File: config.mk
export PLATFORM = sky130hd
export DESIGN_NAME = instr_count_trigger
export DESIGN_NICKNAME = d
export VERILOG_FILES = /design/src/rtl/instr_count_trigger.sv
export SDC_FILE = /design/constraint.sdc
export NUM_CORES = 1
export LEC_CHECK = 0
export CAP_MARGIN = 10
export CORE_ASPECT_RATIO = 1.1
export CORE_MARGIN = 2
export CORE_UTILIZATION = 62
export CTS_CLUSTER_DIAMETER = 50
export DETAILED_ROUTE_END_ITERATION = 12
export DONT_BUFFER_PORTS = 1
export PLACE_DENSITY = 0.86
export SLEW_MARGIN = 20
export SYNTH_ARGS = -nofsm -noshare
export SYNTH_HDL_FRONTEND = slang
export SYNTH_SLANG_ARGS = --single-unit
File: constraint.sdc
create_clock -name clk -period 3.7 [get_ports clk]
set_input_delay 0.74 -clock clk [delete_from_list [all_inputs] [get_ports clk]]
set_output_delay 0.74 -clock clk [all_outputs]
set_load 0.02 [all_outputs]
File: src/rtl/instr_count_trigger.sv
module instr_count_trigger #(
  parameter int XLEN      = 32,
  parameter int CNT_LSB   = 10,
  parameter int CNT_W     = 14,
  parameter int NATIVE_EN = 6,
  parameter int GUEST_EN  = 25,
  parameter int TYPE_CODE = 3
) (
  input  logic            clk,
  input  logic            rst_n,
  input  logic            retire,
  input  logic [1:0]      priv,
  input  logic            virt,
  input  logic            csr_wr_ctrl,
  input  logic            csr_wr_cmp,
  input  logic [XLEN-1:0] csr_wdata,
  output logic [XLEN-1:0] csr_rdata,
  output logic            fire
);
  localparam int TYPE_LSB = XLEN - 4;
  localparam logic [XLEN-1:0] ONE = XLEN'(1);
  localparam logic [XLEN-1:0] CNT_MASK  = XLEN'((1 << CNT_W) - 1) << CNT_LSB;
  localparam logic [XLEN-1:0] MODE_MASK = (ONE << NATIVE_EN) | (ONE << (NATIVE_EN + 1)) |
                                          (ONE << (NATIVE_EN + 3)) | (ONE << GUEST_EN) |
                                          (ONE << (GUEST_EN + 1));
  localparam logic [XLEN-1:0] KEEP_MASK = CNT_MASK | MODE_MASK;
  localparam logic [XLEN-1:0] TYPE_WORD = XLEN'(TYPE_CODE) << TYPE_LSB;

  logic [XLEN-1:0]  ctrl_q;
  logic [CNT_W-1:0] cnt;
  logic             mode_ok, step;

  assign cnt = ctrl_q[CNT_LSB +: CNT_W];

  always_comb begin
    if (virt)
      mode_ok = !priv[1] && ctrl_q[GUEST_EN + int'(priv[0])];
    else
      mode_ok = (priv != 2'd2) && ctrl_q[NATIVE_EN + int'(priv)];
  end

  assign step      = retire && mode_ok && (cnt != '0) && !csr_wr_ctrl;
  assign fire      = step && (cnt == CNT_W'(1));
  assign csr_rdata = ctrl_q | TYPE_WORD;

  always_ff @(posedge clk) begin
    if (!rst_n)
      ctrl_q <= '0;
    else if (csr_wr_ctrl)
      ctrl_q <= csr_wdata & KEEP_MASK;
    else if (step)
      ctrl_q[CNT_LSB +: CNT_W] <= cnt - CNT_W'(1);
  end


  count_step_chk: assert property (@(posedge clk) disable iff (!rst_n)
    (retire && mode_ok && cnt != '0 && !csr_wr_ctrl) |=>
      csr_rdata[CNT_LSB +: CNT_W] == $past(csr_rdata[CNT_LSB +: CNT_W]) - CNT_W'(1));


  disabled_hold_chk: assert property (@(posedge clk) disable iff (!rst_n)
    (retire && !mode_ok && !csr_wr_ctrl) |=> $stable(csr_rdata));


  zero_idle_chk: assert property (@(posedge clk) disable iff (!rst_n)
    (cnt == '0 && !csr_wr_ctrl) |=> (cnt == '0 && !fire));


  fire_pulse_chk: assert property (@(posedge clk) disable iff (!rst_n)
    fire |=> (!fire && csr_rdata[CNT_LSB +: CNT_W] == '0));


  cmp_ignored_chk: assert property (@(posedge clk) disable iff (!rst_n)
    (csr_wr_cmp && !csr_wr_ctrl && !retire) |=> $stable(csr_rdata));


  write_wins_chk: assert property (@(posedge clk) disable iff (!rst_n)
    csr_wr_ctrl |-> !fire);


  type_fixed_chk: assert property (@(posedge clk) disable iff (!rst_n)
    csr_rdata[XLEN-1:TYPE_LSB] == 4'(TYPE_CODE));
endmodule

# [Word level (Yosys, flattened, before mapping)]
# Index checks and enable logic that the tools add are counted.
[word_totals] wordCells=28 out_inout_bits=33 register_bits=19
[classes] n_addsub=3 mux=9 order_cmp=2 reduce_logical=10 eq_ne=2
[ops] op="14-bit two-way mux" count=2
[ops] op="14-bit by 1-bit == test with 1-bit output, second input constant" count=1
[ops] op="14-bit nonzero test" count=1
[ops] op="14-bit by 1-bit subtractor with 14-bit output, second input constant" count=1
[ops] op="1-bit binary-select mux with 5-bit select" count=2
[ops] op="5-bit by 1-bit adder with 6-bit output, first input constant" count=1
[ops] op="1-bit logical AND" count=6
[ops] op="4-bit by 6-bit < comparator with 1-bit output, second input constant" count=1
[ops] op="6-bit < comparator, second input constant" count=1
[ops] op="1-bit two-way mux" count=5
[ops] op="3-bit by 2-bit adder with 4-bit output, first input constant" count=1
[ops] op="1-bit logical NOT" count=2
[ops] op="2-bit inequality test, second input constant" count=1
[ops] op="2-bit nonzero test" count=1

# [Depth between registers and ports, before layout]
# Gate-level depths: netlist of the first run.
[logic_depth] depth_word=11 depth_mapped=7

# [Worst setup path before layout of the first run]
# OpenSTA, ideal clock, no wires.
[synth_timing] kind="input-to-output" startpoint="input port retire" endpoint="output port fire" t_arrival_ps=2126 slack_ps=834 t_required_ps=2960 path_stages=5 cell_sequence="a21bo_2 a21oi_2 o211ai_2 buf_4 nor4bb_1"
[synth_via] elab_chain_len=4
[synth_lines] element="from (decl)" line_no="11" source="input logic retire,"
[synth_lines] element="1-bit logical AND (3 in series)" line_no="42" source="assign step = retire && mode_ok && (cnt != '0) && !csr_wr_ctrl;"
[synth_lines] element="1-bit logical AND" line_no="43" source="assign fire = step && (cnt == CNT_W'(1));"
[synth_lines] element="to (decl)" line_no="18" source="output logic fire"
# No other way between the ends.

# [Final worst setup path of the first run]
[layout_timing] startpoint="register ctrl_q[12]" endpoint="output port fire"
[layout_via] elab_chain_len=9 elab_cells_between_ends=15 classes_between="eq/ne: 1; mux: 7; reduce/logical: 7"
[layout_lines] element="from (decl)" line_no="29" source="logic [XLEN-1:0] ctrl_q;"
[layout_lines] element="from (signal assigned)" line_no="50" source="ctrl_q <= csr_wdata & KEEP_MASK;"
[layout_lines] element="from (signal, indexed assignment)" line_no="52" source="ctrl_q[CNT_LSB +: CNT_W] <= cnt - CNT_W'(1);"
[layout_lines] element="1-bit binary-select mux with 5-bit select (on tied branches)" line_no="39, 37"
[layout_lines] element="1-bit two-way mux (on tied branches) (2 in series)" line_no="39, 37"
[layout_lines] element="1-bit logical AND (on tied branches)" line_no="39, 37"
[layout_lines] element="1-bit two-way mux" line_no="36" source="if (virt)"
[layout_lines] element="1-bit logical AND (3 in series)" line_no="42"
[layout_lines] element="1-bit logical AND *" line_no="43"
# Every way passes the cells marked *; elsewhere a longest branch is shown, timed or not. The select of a mux whose other input is x is not followed.

==> metrics.txt, run 1 <==
outcome finished clean; CP endpoint kind primary output; Post-CTS Repair Setup Buffers 0; vias in the first global route between 900 and 1,000; DP Area roughly 1200 um2; final cycle utilization of the critical path about four fifths; DRT Wirelength approximately 2400 um; Iter 0 DRT Violations 6; Max Slew Vio Count 0; Main synth FF type dfxtp_1; Biggest register ctrl_q; Ys Warns 0; FF+latch count, synth 19; xor and xnor area share after synthesis around 2.2%; GPL Wtd Cong between 0.7 and 0.8; Syn Area/Cell roughly 8.9 um2; worst setup path start ctrl_q[12]; Worst-Margin Slew roughly 540 ps; antenna viol nets, final 0; Worst Min Path Start rst_n; mapped cell area around 1200 um2; hold path depth 1; PortBufs 0; Layout area overhead -1.54%; Final nets around 180; First-pass DRT Iterations 4; Setup CP Type flop to primary output; Final Hold Vio Count 0; f_max ~340 MHz; # diodes 0; Hold Path Sink ctrl_q[23]; RR Endpoint ctrl_q[17]; main combinational cell family by area after synthesis simple AND/OR/NAND/NOR gates; post-route DRC violation count 0; # rows 16; leak pwr 0.000463 uW; Worst-Skew Late Latency about 300 ps; r2r startpoint ctrl_q[10]; area share of and/or/nand/nor cells after synthesis a little under a quarter; max reg flops 19; Via Count slightly below 1,000; post-CTS resize count 0; # hold bufs at CTS 0; clk slew on worst S/H paths 110 ps; Critical Path Start Type flop; mux share of post-synthesis cell area ~6%; Post-Synth Adder-Cell Area under 10%; first-pass GRT wire length between 3000 and 4000 um; placed cells around 160; critical path arrival ~2200 ps; DR WL/cell around 15 um; die span in x between 40 and 50 um; Die Footprint between 2000 and 2500 um2; post-synthesis sequential area ratio between 30% and 40%; Post-Synthesis Cells 137; VDD IR-drop max ~0.28 mV; Clock H-tree levels 1; setup_tns 0 ps; Num CTS Buffers 3; number of synthesized flops with an enable pin 0; Final min period 2960 ps; Vias/cell approximately 6.2; reg2reg path depth 6; Die H about 50 um; pin count of the biggest net entering global routing 22; starting density of the core 66.8%; Ports 73; core region area ~1800 um2; RSZ-0062 raised after global routing no; cell area after layout 1200 um2; Hold Path Class input pin to flop; Clock Tree Root clkbuf_4; CP max FO 14; final setup fails 0; Setup Skew roughly 2 ps; P per Cell Area 374 nW/um2; post-synth cell types between 40 and 50; clk sinks 19; fin cells 160; # Max-Cap Violations 0; ys async rst share 0%; share of layout cells above drive strength 1 a little under a tenth; CTS tree yes; r2r setup slk between 1500 and 2000 ps; Synth Area in Compound Gates 22.6%; DPL Wire Length about 1800 um; Worst Path Required around 3000 ps; overall power ~450 uW; Clock Tree Buf Depth 2; GR Overflow Total 0; initial antenna violation count 0; worst relative slew slack between 60% and 70%; biggest registers after layout ctrl_q: 19 flops; global-route usage over all layers between 20% and 30%
per-stage QoR:
step                hold WS (ps)  setup slack [ps]  utilization (%)
floorplan                    580               834                -
detailed placement           611               930             64.4
global route                 533               601             65.8
finish                       557               737             65.8
CTS                          553               740             65.8
global placement             609              1010             64.4
area by class of cell:
type | count | area [um2]
inverters | 3 | 11.3
fillers | 164 | 623
clock buffers | 4 | 26.3
repair buffers | 1 | 7.51
flip-flops and latches | 19 | 380
multi-input cells | 106 | 739
well taps | 27 | 33.8
cell families after synthesis:
logic type,after synthesis
other,2
multiplexers,7
AO/OA/AOI/OAI,39
AND/OR/NAND/NOR,41
flip-flops,19
buffers and inverters,23
adder cells (fa/ha/maj),3
XOR/XNOR,3
worst max path at each step:
| stage | slack [ps] | endpoint |
|---|---|---|
| 2_1_floorplan | 830 | fire |
| 3_3_place_gp | 1010 | fire |
| 3_5_place_dp | 930 | fire |
| 4_1_cts | 740 | fire |
| 5_1_grt | 600 | fire |
| 6_report | 740 | fire |
worst max-delay path, stage by stage, from the launching register on:
cell and delay, ps:
dfxtp_1 470, nor4_4 420, nand2_2 170, o211ai_2 510, nor4bb_1 150, buf_4 190
cells in the mapped netlist, types with 3 or more instances:
cell,instances,area [um2]
a31oi_1,9,56.3
buf_4,14,105
clkbuf_1,5,18.8
dfxtp_1,19,380
ha_1,3,37.5
inv_1,3,11.3
mux2i_1,6,60.1
nand2b_1,5,31.3
nand3_1,3,15.0
nor2_1,4,15.0
nor2b_1,5,31.3
o21ai_0,11,55.1
o31ai_1,7,52.6
or3_1,3,18.8
or4_1,7,52.6
power breakdown:
group	switching (uW)	total, uW	internal, uW
clock network	64.7	107	42.0
registers	38.6	258	219
logic	50.0	84.2	34.1
placed cells by master, fill, tap and decap left out, types with 4 or more instances in the layout:
cell type / instances
o31ai_1: 7
conb_1: 13
or4_1: 7
nor2b_1: 5
nor2_1: 4
o21ai_0: 11
a31oi_1: 9
mux2i_1: 6
dfxtp_1: 19
nand2b_1: 5
routing by layer:
| metal | wire length (um) | GRT usage [%] |
|---|---|---|
| met1 | 938 | 23.9 |
| met2 | 1260 | 39.1 |
| met3 | 150 | 5.76 |
| met4 | 19 | 7.14 |
| met5 | 0 | 0 |
No activity file was read; power rests on OpenSTA's default activity.
==> run 2, diff against run 1 <==
--- a/config.mk
+++ b/config.mk
@@ -8,11 +8,11 @@
 export CAP_MARGIN = 10
 export CORE_ASPECT_RATIO = 1.1
 export CORE_MARGIN = 2
-export CORE_UTILIZATION = 62
+export CORE_UTILIZATION = 61
 export CTS_CLUSTER_DIAMETER = 50
 export DETAILED_ROUTE_END_ITERATION = 12
 export DONT_BUFFER_PORTS = 1
-export PLACE_DENSITY = 0.86
+export PLACE_DENSITY = 0.85
 export SLEW_MARGIN = 20
 export SYNTH_ARGS = -nofsm -noshare
 export SYNTH_HDL_FRONTEND = slang
==> constraint.sdc (replaced) <==
create_clock -name clk -period 2.82 [get_ports clk]
set_input_delay 0.564 -clock clk [delete_from_list [all_inputs] [get_ports clk]]
set_output_delay 0.564 -clock clk [all_outputs]
set_load 0.02 [all_outputs]
==> metrics.txt, run 2 (same netlist as run 1, synthesis figures left out) <==
Ports 73; # rows 16; post-CTS resize count 0; clk sinks 19; CP max FO 5; CP endpoint kind primary output; Critical Path Start Type flop; Final min period roughly 2500 ps; Layout area overhead -0.822%; Vias/cell 6.06; hold_ws ~380 ps; Worst-Skew Late Latency 300 ps; Final Hold Vio Count 0; Clock Tree Buf Depth 2; Post-CTS Repair Setup Buffers 0; global-route usage over all layers between 20% and 30%; # Max-Cap Violations 0; Worst-Margin Slew roughly 530 ps; Die Footprint about 2400 um2; setup_tns 0 ps; Final nets between 150 and 200; clk slew on worst S/H paths between 100 and 150 ps; DPL Wire Length 1840 um; post-route DRC violation count 0; outcome finished clean; most used cells in the layout excluding fill and tap cells dfxtp_1, conb_1, o21ai_0, a31oi_1; Clock Tree Root clkbuf_4; overall power between 500 and 600 uW; Die H 50.9 um; share of layout cells above drive strength 1 around a tenth; CP peak stage delay 550 ps; # diodes 0; P per Cell Area a little under 500 nW/um2; Clock H-tree levels 1; f_max roughly 400 MHz; vias in the first global route ~950; Max Slew Vio Count 0; VDD IR-drop max 0.377 mV; # fillers around 150; sum of buffers and inverters on the critical path 2; First-pass DRT Iterations 4; RSZ-0062 raised after global routing no; die span in x around 47 um; core region area 1820 um2; GR Overflow Total 0; Iter 0 DRT Violations 15; DRT Wirelength approximately 2400 um; max reg flops 19; Setup Skew between 2 and 2.5 ps; GPL Wtd Cong between 0.7 and 0.8; CTS tree yes; Worst Path Required 2260 ps; # hold bufs at CTS 0; Setup CP Type flop to primary output; most common cell after layout, fill and taps aside dfxtp_1; biggest registers after layout ctrl_q: 19 flops; Biggest register ctrl_q; first-pass GRT wire length a little under 4000 um; crit path max-delay cell type dfxtp_1; worst relative slew slack around 65%; PortBufs 0; Hold Path Class input pin to flop; starting density of the core between 60% and 70%; initial antenna violation count 0; DR WL/cell around 15 um; leak pwr 0.000471 uW; Num CTS Buffers 3; critical path arrival around 1900 ps; final setup fails 0; crit path cell chain inv_1 > ha_1 > nand3_1 > o211ai_2 > nor4bb_1 > buf_4; pin count of the biggest net entering global routing 22; delay-heaviest family, CP flip-flops; Via Count approximately 980; antenna viol nets, final 0; final cycle utilization of the critical path 88.7%
[run 2: cell count changes in the layout (fill, tap and decap cells not counted), sizes merged]
cell / before / now
buf: 1 / 2
clkbuf: 4 / 3
clkinv: 0 / 1
[run 2: metal layers]
layer | wire length, um | track usage [%] | vias to the layer above | part of all wire [%]
met5 | 0 | 0 | - | 0
met4 | 10 | 6.67 | 0 | 0.41
met3 | 160 | 5.65 | 2 | 6.6
met2 | 1280 | 39.1 | 40 | 52
met1 | 983 | 24.7 | 453 | 40
li1 | - | - | 481 | -
[run 2: worst paths after layout]
path	to	depth (start not counted)	slack (ps)	start
worst max-delay path	fire	6	320	ctrl_q[10]
worst min register to register	ctrl_q[18]	2	620	ctrl_q[18]
worst min-delay path	ctrl_q[23]	1	380	rst_n
worst max register to register	ctrl_q[13]	7	790	ctrl_q[10]
[run 2: metrics by stage]
step / area, um2 / utilization [%] / std cells / setup WS [ps]
2_1_floorplan: 1260 / - / 148 / 306
5_1_grt: 1210 / 66.3 / 161 / 182
6_report: 1210 / 66.3 / 161 / 318
4_1_cts: 1210 / 66.3 / 161 / 332
3_5_place_dp: 1180 / 64.8 / 157 / 674
3_3_place_gp: 1180 / 64.8 / 157 / 686
[run 2: power by group]
part / switching [uW] / internal (uW) / leakage [uW] / total (uW)
Clock: 89.7 / 52.9 / 0.0000177 / 143
Sequential: 50.1 / 288 / 0.000158 / 338
Combinational: 66.7 / 46.1 / 0.000295 / 113
Total: 207 / 387 / 0.000471 / 593
[run 2: layout make-up]
cell class                 instances  area [um2]  share of cell area (%)
clock buffer                       3        22.5                    1.87
clock inverter                     1        5.00                   0.415
inverter                           3        11.3                   0.933
multi-input combinational        106         739                    61.2
sequential                        19         380                    31.5
tap                               27        33.8                    2.80
timing repair buffer               2        15.0                    1.24
